===== config.mk =====
export PLATFORM = sky130hd
export DESIGN_NAME = sar_window_core
export DESIGN_NICKNAME = d
export VERILOG_FILES = /design/src/rtl/sar_pkg.sv /design/src/rtl/sar_prescale.sv /design/src/rtl/sar_step.sv /design/src/rtl/sar_window.sv /design/src/rtl/sar_window_core.sv
export SDC_FILE = /design/constraint.sdc
export NUM_CORES = 1
export LEC_CHECK = 0
export BUFFER_PORTS_ARGS = -buffer_cell sky130_fd_sc_hd__clkbuf_2
export CELL_PAD_IN_SITES_DETAIL_PLACEMENT = 0
export CELL_PAD_IN_SITES_GLOBAL_PLACEMENT = 2
export CORE_MARGIN = 2
export CORE_UTILIZATION = 28
export DETAILED_ROUTE_END_ITERATION = 6
export PLACE_DENSITY = 0.8
export SLEW_MARGIN = 30
export SYNTH_ARGS = -nofsm -noshare
export SYNTH_HDL_FRONTEND = slang
export SYNTH_HIERARCHICAL = 1
export SYNTH_SLANG_ARGS = --single-unit

===== constraint.sdc =====
create_clock -name clk -period 1.91 [get_ports clk]
set_input_delay 0.2865 -clock clk [delete_from_list [all_inputs] [get_ports clk]]
set_output_delay 0.2865 -clock clk [all_outputs]
set_load 0.02 [all_outputs]

===== src/rtl/sar_pkg.sv =====
package sar_pkg;
  // Converter sequencing states
  typedef enum logic {
    SAR_IDLE = 1'b0,
    SAR_RUN  = 1'b1
  } sar_state_e;
endpackage


===== src/rtl/sar_prescale.sv =====
// Step-enable generator: one tick every (div_sel + 1) clocks while running.
module sar_prescale #(
  parameter int DIV_W = 3
) (
  input  logic             clk,
  input  logic             rst,
  input  logic             run,
  input  logic [DIV_W-1:0] div_sel,
  output logic             tick
);
  logic [DIV_W-1:0] cnt;

  always_ff @(posedge clk) begin
    if (rst || !run)          cnt <= '0;
    else if (cnt == div_sel)  cnt <= '0;
    else                      cnt <= cnt + 1'b1;
  end

  assign tick = run && (cnt == div_sel);
endmodule


===== src/rtl/sar_step.sv =====
// Bit-by-bit approximation register, MSB first.
module sar_step #(
  parameter int DATA_W  = 8,
  parameter int NIB_POS = 4
) (
  input  logic              clk,
  input  logic              rst,
  input  logic              start,
  input  logic              tick,
  input  logic              cmp_in,
  output logic              busy,
  output logic              accept,
  output logic [DATA_W-1:0] trial,
  output logic [DATA_W-1:0] decided,
  output logic              nib_evt,
  output logic              last_evt,
  output logic [DATA_W-1:0] result,
  output logic              done
);
  import sar_pkg::*;

  localparam logic [DATA_W-1:0] TOP_BIT = {1'b1, {(DATA_W-1){1'b0}}};

  sar_state_e        state;
  logic [DATA_W-1:0] mask;   // one-hot pointer at the bit under test

  assign busy     = (state == SAR_RUN);
  assign accept   = start && (state == SAR_IDLE);
  assign decided  = cmp_in ? trial : (trial & ~mask);
  assign nib_evt  = tick && mask[NIB_POS];
  assign last_evt = tick && mask[0];

  always_ff @(posedge clk) begin
    if (rst) begin
      state  <= SAR_IDLE;
      mask   <= '0;
      trial  <= '0;
      result <= '0;
      done   <= 1'b0;
    end else begin
      done <= 1'b0;
      case (state)
        SAR_IDLE: begin
          if (start) begin
            state <= SAR_RUN;
            mask  <= TOP_BIT;
            trial <= TOP_BIT;
          end
        end
        SAR_RUN: begin
          if (tick) begin
            if (mask[0]) begin
              state  <= SAR_IDLE;
              mask   <= '0;
              trial  <= decided;
              result <= decided;
              done   <= 1'b1;
            end else begin
              mask  <= mask >> 1;
              trial <= decided | (mask >> 1);
            end
          end
        end
        default: state <= SAR_IDLE;
      endcase
    end
  end
endmodule


===== src/rtl/sar_window.sv =====
// Two-phase window compare: nibble check at mid-conversion, full check at end.
module sar_window #(
  parameter int DATA_W = 8,
  parameter int HALF_W = 4
) (
  input  logic              clk,
  input  logic              rst,
  input  logic              accept,
  input  logic              nib_evt,
  input  logic              last_evt,
  input  logic              ie,
  input  logic              flag_clr,
  input  logic [DATA_W-1:0] code,
  input  logic [DATA_W-1:0] hi,
  input  logic [DATA_W-1:0] lo,
  output logic              flag
);
  logic [HALF_W-1:0] code_n, hi_n, lo_n;
  logic nib_out, full_out, set_early, set_full, early_hit;

  assign code_n = code[DATA_W-1 -: HALF_W];
  assign hi_n   = hi[DATA_W-1 -: HALF_W];
  assign lo_n   = lo[DATA_W-1 -: HALF_W];

  // Equal to a limit counts as inside
  assign nib_out  = (code_n > hi_n) || (code_n < lo_n);
  assign full_out = (code > hi) || (code < lo);

  assign set_early = ie && nib_evt && nib_out;
  assign set_full  = ie && last_evt && !early_hit && full_out;

  always_ff @(posedge clk) begin
    if (rst)            early_hit <= 1'b0;
    else if (accept)    early_hit <= 1'b0;
    else if (set_early) early_hit <= 1'b1;
  end

  always_ff @(posedge clk) begin
    if (rst)                       flag <= 1'b0;
    else if (set_early || set_full) flag <= 1'b1;
    else if (flag_clr)             flag <= 1'b0;
  end
endmodule


===== src/rtl/sar_window_core.sv =====
module sar_window_core #(
  parameter int DATA_W = 8,
  parameter int DIV_W  = 3
) (
  input  logic              clk,
  input  logic              rst,
  input  logic              start,
  input  logic              cmp_in,
  input  logic [DIV_W-1:0]  div_sel,
  input  logic [DATA_W-1:0] lim_hi,
  input  logic [DATA_W-1:0] lim_lo,
  input  logic              lim_ie,
  input  logic              flag_clr,
  output logic [DATA_W-1:0] trial,
  output logic              busy,
  output logic              done,
  output logic [DATA_W-1:0] result,
  output logic              lim_flag
);
  localparam int HALF_W = DATA_W / 2;

  logic              tick, accept, nib_evt, last_evt;
  logic [DATA_W-1:0] decided;

  sar_prescale #(.DIV_W(DIV_W)) u_pre (
    .clk     (clk),
    .rst     (rst),
    .run     (busy),
    .div_sel (div_sel),
    .tick    (tick)
  );

  sar_step #(.DATA_W(DATA_W), .NIB_POS(HALF_W)) u_step (
    .clk      (clk),
    .rst      (rst),
    .start    (start),
    .tick     (tick),
    .cmp_in   (cmp_in),
    .busy     (busy),
    .accept   (accept),
    .trial    (trial),
    .decided  (decided),
    .nib_evt  (nib_evt),
    .last_evt (last_evt),
    .result   (result),
    .done     (done)
  );

  sar_window #(.DATA_W(DATA_W), .HALF_W(HALF_W)) u_win (
    .clk      (clk),
    .rst      (rst),
    .accept   (accept),
    .nib_evt  (nib_evt),
    .last_evt (last_evt),
    .ie       (lim_ie),
    .flag_clr (flag_clr),
    .code     (decided),
    .hi       (lim_hi),
    .lo       (lim_lo),
    .flag     (lim_flag)
  );
endmodule


=== Word level (Yosys, flattened, before mapping) ===
Index checks and enable logic that the tools add are counted.

* RAM bits: 0
* Bits in latches: 0
* Memories: 0
* Output and inout bits: 19
* ROM bits: 0
* Input port bits: 25
* Register bits after elaboration: 31

* Add/subtract/negate cells: 1
* Multiplexer cells: 15
* Reduce and logical (&&, ||, !) cells: 21
* Magnitude comparators: 4
* Divide/modulo/power cells: 0
* Shift-type cells: 0
* Multiply operators: 0
* Eq/ne operators: 3
* Bitwise gates (word level): 5

{| class="wikitable"
|+ Operators with widths
! kind !! count
|-
| two-way mux 8 bit || 5
|-
| case mux 8 bit (2 select lines) || 2
|-
| logical AND 1 bit || 9
|-
| bitwise AND 8 bit || 1
|-
| > comparator 8 bit || 1
|-
| less-than comparator 8 bit || 1
|-
| NOT 8 bit || 1
|-
| OR 8 x 7 -> 8 bit || 1
|-
| two-way mux 7 bit || 1
|-
| two-way mux 1 bit || 6
|-
| > comparator 4 bit || 1
|-
| logical OR 1 bit || 4
|-
| less-than comparator 4 bit || 1
|-
| OR reduction 2 bit || 2
|-
| adder 3 x 1 -> 3 bit, second input constant || 1
|-
| equality test 3 bit || 1
|-
| AND reduction 3 bit || 1
|-
| OR reduction 3 bit || 1
|-
| zero test 1 bit || 2
|-
| inequality test 2 x 1 -> 1 bit, second input constant || 1
|-
| inequality test 2 bit, second input constant || 1
|-
| NOT 1 bit || 2
|-
| case mux 1 bit (2 select lines) || 1
|-
| AND reduction 2 bit || 1
|-
| nonzero test 2 bit || 1
|}

=== Longest topological paths before layout ===
* Depth after elaboration: 8
* Mapped depth: 11

=== Hierarchy ===
Netlist, hierarchy kept.

{| class="wikitable"
|+ Modules (own cells, without submodules)
! module !! instances !! area an instance (sq um) !! cells each
|-
| sar_step || 1 || 1008.5 || 103
|-
| sar_window || 1 || 521.8 || 68
|-
| sar_prescale || 1 || 153.9 || 14
|}

=== Least setup slack after synthesis ===
No wires, ideal clock.

* Kind: reg2reg
* Start: register u_step.trial[6]
* End: register u_win.flag
* Stages on the path, launching flop included: 9
* Period minus slack after synthesis: 2057 ps
* Buffers on the path: 0
* Arrival: 1934 ps
* Setup slack: -147 ps
* Required time: 1787 ps
* Path through: dfxtp_1 a21boi_0 ha_1 a21o_1 a221oi_2 a21oi_1 o211ai_2 a21boi_1 o22ai_1

* Word-level cells in the longest chain between the ends: 7
* Elaborated cells on any way between the ends: 13
* Classes of those cells: 4 x order compare; 2 x mux; 1 x bitwise; 6 x reduce/logical

{| class="wikitable"
|+ Ends and longest elaborated chain
! what !! line !! text
|-
| from (decl) || sar_step.sv:13 || <nowiki>output logic [DATA_W-1:0] trial,</nowiki>
|-
| from (signal assigned) || sar_step.sv:55 || <nowiki>trial <= decided;</nowiki>
|-
| from (signal assigned) || sar_step.sv:60 || <nowiki>trial <= decided | (mask >> 1);</nowiki>
|-
| bitwise AND 8 bit || sar_step.sv:29 || <nowiki>assign decided = cmp_in ? trial : (trial & ~mask);</nowiki>
|-
| two-way mux 8 bit (*) || sar_step.sv:29 ||
|-
| net decided[6] || sar_window_core.sv:23 || <nowiki>logic [DATA_W-1:0] decided;</nowiki>
|-
| > comparator 8 bit, or another cell as far along || sar_window.sv:27 || <nowiki>assign full_out = (code > hi) || (code < lo);</nowiki>
|-
| logical OR 1 bit, on equally long branches || sar_window.sv:27, sar_window.sv:26 ||
|-
| logical AND 1 bit, on equally long branches || sar_window.sv:30, sar_window.sv:29 ||
|-
| logical OR 1 bit (*) || sar_window.sv:40 || <nowiki>else if (set_early || set_full) flag <= 1'b1;</nowiki>
|-
| two-way mux 1 bit or nonzero test 2 bit (tied branches) || n/a ||
|-
| to (signal assigned) || sar_window.sv:39 || <nowiki>if (rst) flag <= 1'b0;</nowiki>
|-
| to (signal assigned) || sar_window.sv:40 ||
|-
| to (signal assigned) || sar_window.sv:41 || <nowiki>else if (flag_clr) flag <= 1'b0;</nowiki>
|-
| to (decl) || sar_window.sv:16 || <nowiki>output logic flag</nowiki>
|}

Mark *: on every way through the listed nets, which the timed path passes. The rest lies on a longest branch.
A chain may end at the register's enable or synchronous reset.

=== Final worst setup path ===
Same ends and word-level chain as after synthesis.

==> results.py <==
metrics = {
    "critical_path": {
        "crit_path_max_fanout": 3,
        "crit_cells": 8,
        "crit_chain": "a21boi_4, ha_4, a21o_1, a221oi_4, a21oi_2, o211ai_2, a21boi_2, o22ai_1",
        "critPathArrivalTime_ns": 2.08,
        "crit_family": "compound AO/OA/AOI/OAI gates",
        "critPathBufInv": 0,
        "cp_slowest_cell": "dfxtp_2",
        "crit_type": "register to register",
        "cp-start-kind": "register",
        "r2r_cells": 8,
        "cp_slowest_stage_delay_ns": 0.33,
        "cp-end-kind": "register",
        "crit_required_ns": 2.06,
    },
    "power": {
        "ir_drop_mv": 0.3738,
        "p_leak_nw": 1.198,
        "p_per_area_nw_per_um2": 612.7,
    },
    "logic_synthesis": {
        "syn_avg_cell_area_sq_um": 9.103,
        "yosysSeqAreaShare_pct": 36.85,
        "synth_seq_cells": 31,
        "synth_flop_cell": "dfxtp_1",
        "synthCells": 185,
        "synth_edf_count": 0,
        "synth.distinct_cells": 43,
        "syn-num-nets": 228,
        "synthArstFlopShare_pct": 0,
        "synth-warning-count": 6,
        "syn_area_sq_um": 1684,
    },
    "floorplanning": {
        "die_area_sq_um": 6651,
        "std_cell_rows": 28,
        "die_y_microns": 81.56,
        "initial_core_util_pct": 28.79,
        "io-pin-count": 44,
        "core_sq_um": 5851,
        "die_width_microns": 81.56,
    },
    "drt": {
        "drt_iter0_markers": 55,
        "final_antenna_net_count": 0,
        "viasPerCell": 4.751,
        "vias": 1639,
        "drtPass1Iterations": 4,
        "routed_wl_microns": 4614,
        "drt-wirelength-per-cell_microns": 13.37,
        "drc": 0,
    },
    "sta": {
        "setup_viol": 1,
        "final-hold-violation-count": 0,
        "post-route-period-util_pct": 100.8,
        "rsz0062_at_grt": "yes",
        "slew_headroom_pct": 60.68,
        "max_freq_mhz": 519.4,
        "setup_ws_ns": -0.01538,
        "slew_violations": 0,
        "setup_tns_ns": -0.01538,
        "tightestPinTransition_ns": 0.5879,
        "finClkSkew_ns": 0.007247,
        "fin_crit_ns": 1.925,
    },
    "job": {
        "maxCapViolCount": 0,
    },
    "cts": {
        "numCtsBuffers": 5,
        "cts_root_buf": "clkbuf_8",
        "htreeDepth": 2,
        "clockBufferDepth": 2,
        "clk_pin_slew_ns": 0.07,
        "cts_sinks": 31,
        "clkLatencyLatePin_ns": 0.28,
        "cts_tree": "built",
    },
    "min_path": {
        "hold_depth": 2,
        "min_path_type": "primary input to register",
    },
    "layout": {
        "num_antenna_cells": 0,
        "syn_to_final_growth_pct": 49.18,
        "final_cell_mix": "43 x clkbuf_2, 38 x buf_4, 28 x dfxtp_1",
        "final_common_cell": "clkbuf_2",
        "seq_area_sq_um": 624.3,
        "fillers": 569,
        "final_layout_size_suffix_gt1_share_pct": 43.33,
        "multi_input_area_sq_um": 1060,
        "final_cells": 345,
        "num-nets-final": 312,
    },
    "place": {
        "port_buffers": 43,
        "dpl.hpwl_microns": 3632,
        "gp_congestion": 0.8042,
        "dp_worst_setup_slack_ns": -0.2471,
        "dp_cells": 331,
    },
    "status": {
        "violations": "negative setup slack",
        "status": "finished, violations left",
    },
    "global_route": {
        "overflow": 0,
        "grt_start_max_net_pins": 12,
        "grt_use_total_pct": 14.34,
        "grt_pass1_wl_microns": 7258,
        "antenna_found_initial": 0,
        "grt_pass1_vias": 1568,
    },
}
-- what timing repair did --
action,in CTS,in global routing
pin swaps,1,11
gates resized for setup,6,18
endpoints found under the setup margin,2,2
hold buffers,0,0
gates cloned,0,0
setup buffers,0,6
-- area by class of cell --
| cell class | count | area share [%] |
|---|---|---|
| Multi-Input combinational cell | 121 | 42.18 |
| Sequential cell | 31 | 24.85 |
| Timing Repair Buffer | 82 | 20.37 |
| Inverter | 28 | 4.183 |
| Tap cell | 75 | 3.735 |
| Clock buffer | 6 | 3.287 |
| Clock inverter | 2 | 1.394 |
-- kinds of logic after synthesis --
family,Yosys count,synth area share (%)
buffers and inverters,33,7.652
flip-flops,31,36.85
XOR/XNOR,4,2.080
adder cells (fa/ha/maj),18,13.37
multiplexers,1,0.8170
AO/OA/AOI/OAI,60,27.04
AND/OR/NAND/NOR,38,12.19
-- sequential cells by signal, summed over array words and instances, names as in the netlist --
signal / count
u_win/flag: 1
u_win/early_hit: 1
u_step/busy: 1
u_step/mask: 8
u_step/result: 8
u_step/trial: 8
u_step/done: 1
u_pre/cnt: 3
-- stage by stage --
step | util, % | cell area (sq um) | total power [W] | hold slack (ns)
2_1_floorplan | - | 1697 | 0.0007666 | 0.3650
3_3_place_gp | 38.11 | 2230 | 0.0008484 | 0.4460
3_5_place_dp | 38.11 | 2230 | 0.0008498 | 0.4520
4_1_cts | 40.68 | 2380 | 0.001530 | 0.2533
5_1_grt | 42.94 | 2512 | 0.001611 | 0.2518
6_report | 42.94 | 2512 | 0.001539 | 0.2625
-- power breakdown --
group / total [W] / leakage [nW] / switching (W) / internal [W]
Sequential: 0.000660 / 0.252 / 0.00000621 / 0.000654
Combinational: 0.000215 / 0.885 / 0.000110 / 0.000105
Clock: 0.000665 / 0.0612 / 0.000243 / 0.000422
Total: 0.00154 / 1.20 / 0.000359 / 0.00118
-- cell usage after synthesis, types with 4 or more instances --
master,n,area [sq um]
a21boi_0,5,37.54
a21oi_1,8,40.04
a22o_1,6,52.55
a22oi_1,8,60.06
a32o_1,5,50.05
dfxtp_1,31,620.6
ha_1,18,225.2
inv_1,28,105.1
nand2_1,9,33.78
nor2_1,10,37.54
o21ai_0,7,35.03
xnor2_1,4,35.03
-- worst paths after layout --
check	start	end	slack, ns
setup / recovery	u_step/trial[6]$_SDFFE_PP0P_	u_win/flag$_SDFFE_PP0P_	-0.02
hold / removal	start	u_step/busy$_SDFF_PP0_	0.26
setup reg to reg	u_step/trial[6]$_SDFFE_PP0P_	u_win/flag$_SDFFE_PP0P_	-0.02
hold reg to reg	u_step/result[7]$_SDFFE_PP0P_	u_step/result[7]$_SDFFE_PP0P_	0.46
-- routing by layer --
| layer | part of all wire [%] | up-vias | GRT usage (%) |
|---|---|---|---|
| li1 | - | 825 | - |
| met1 | 43 | 757 | 17.92 |
| met2 | 50 | 50 | 24.18 |
| met3 | 5.5 | 7 | 3.516 |
| met4 | 0.91 | 0 | 4.576 |
| met5 | 0 | - | 0 |
Power figures use the tool's default switching activity.
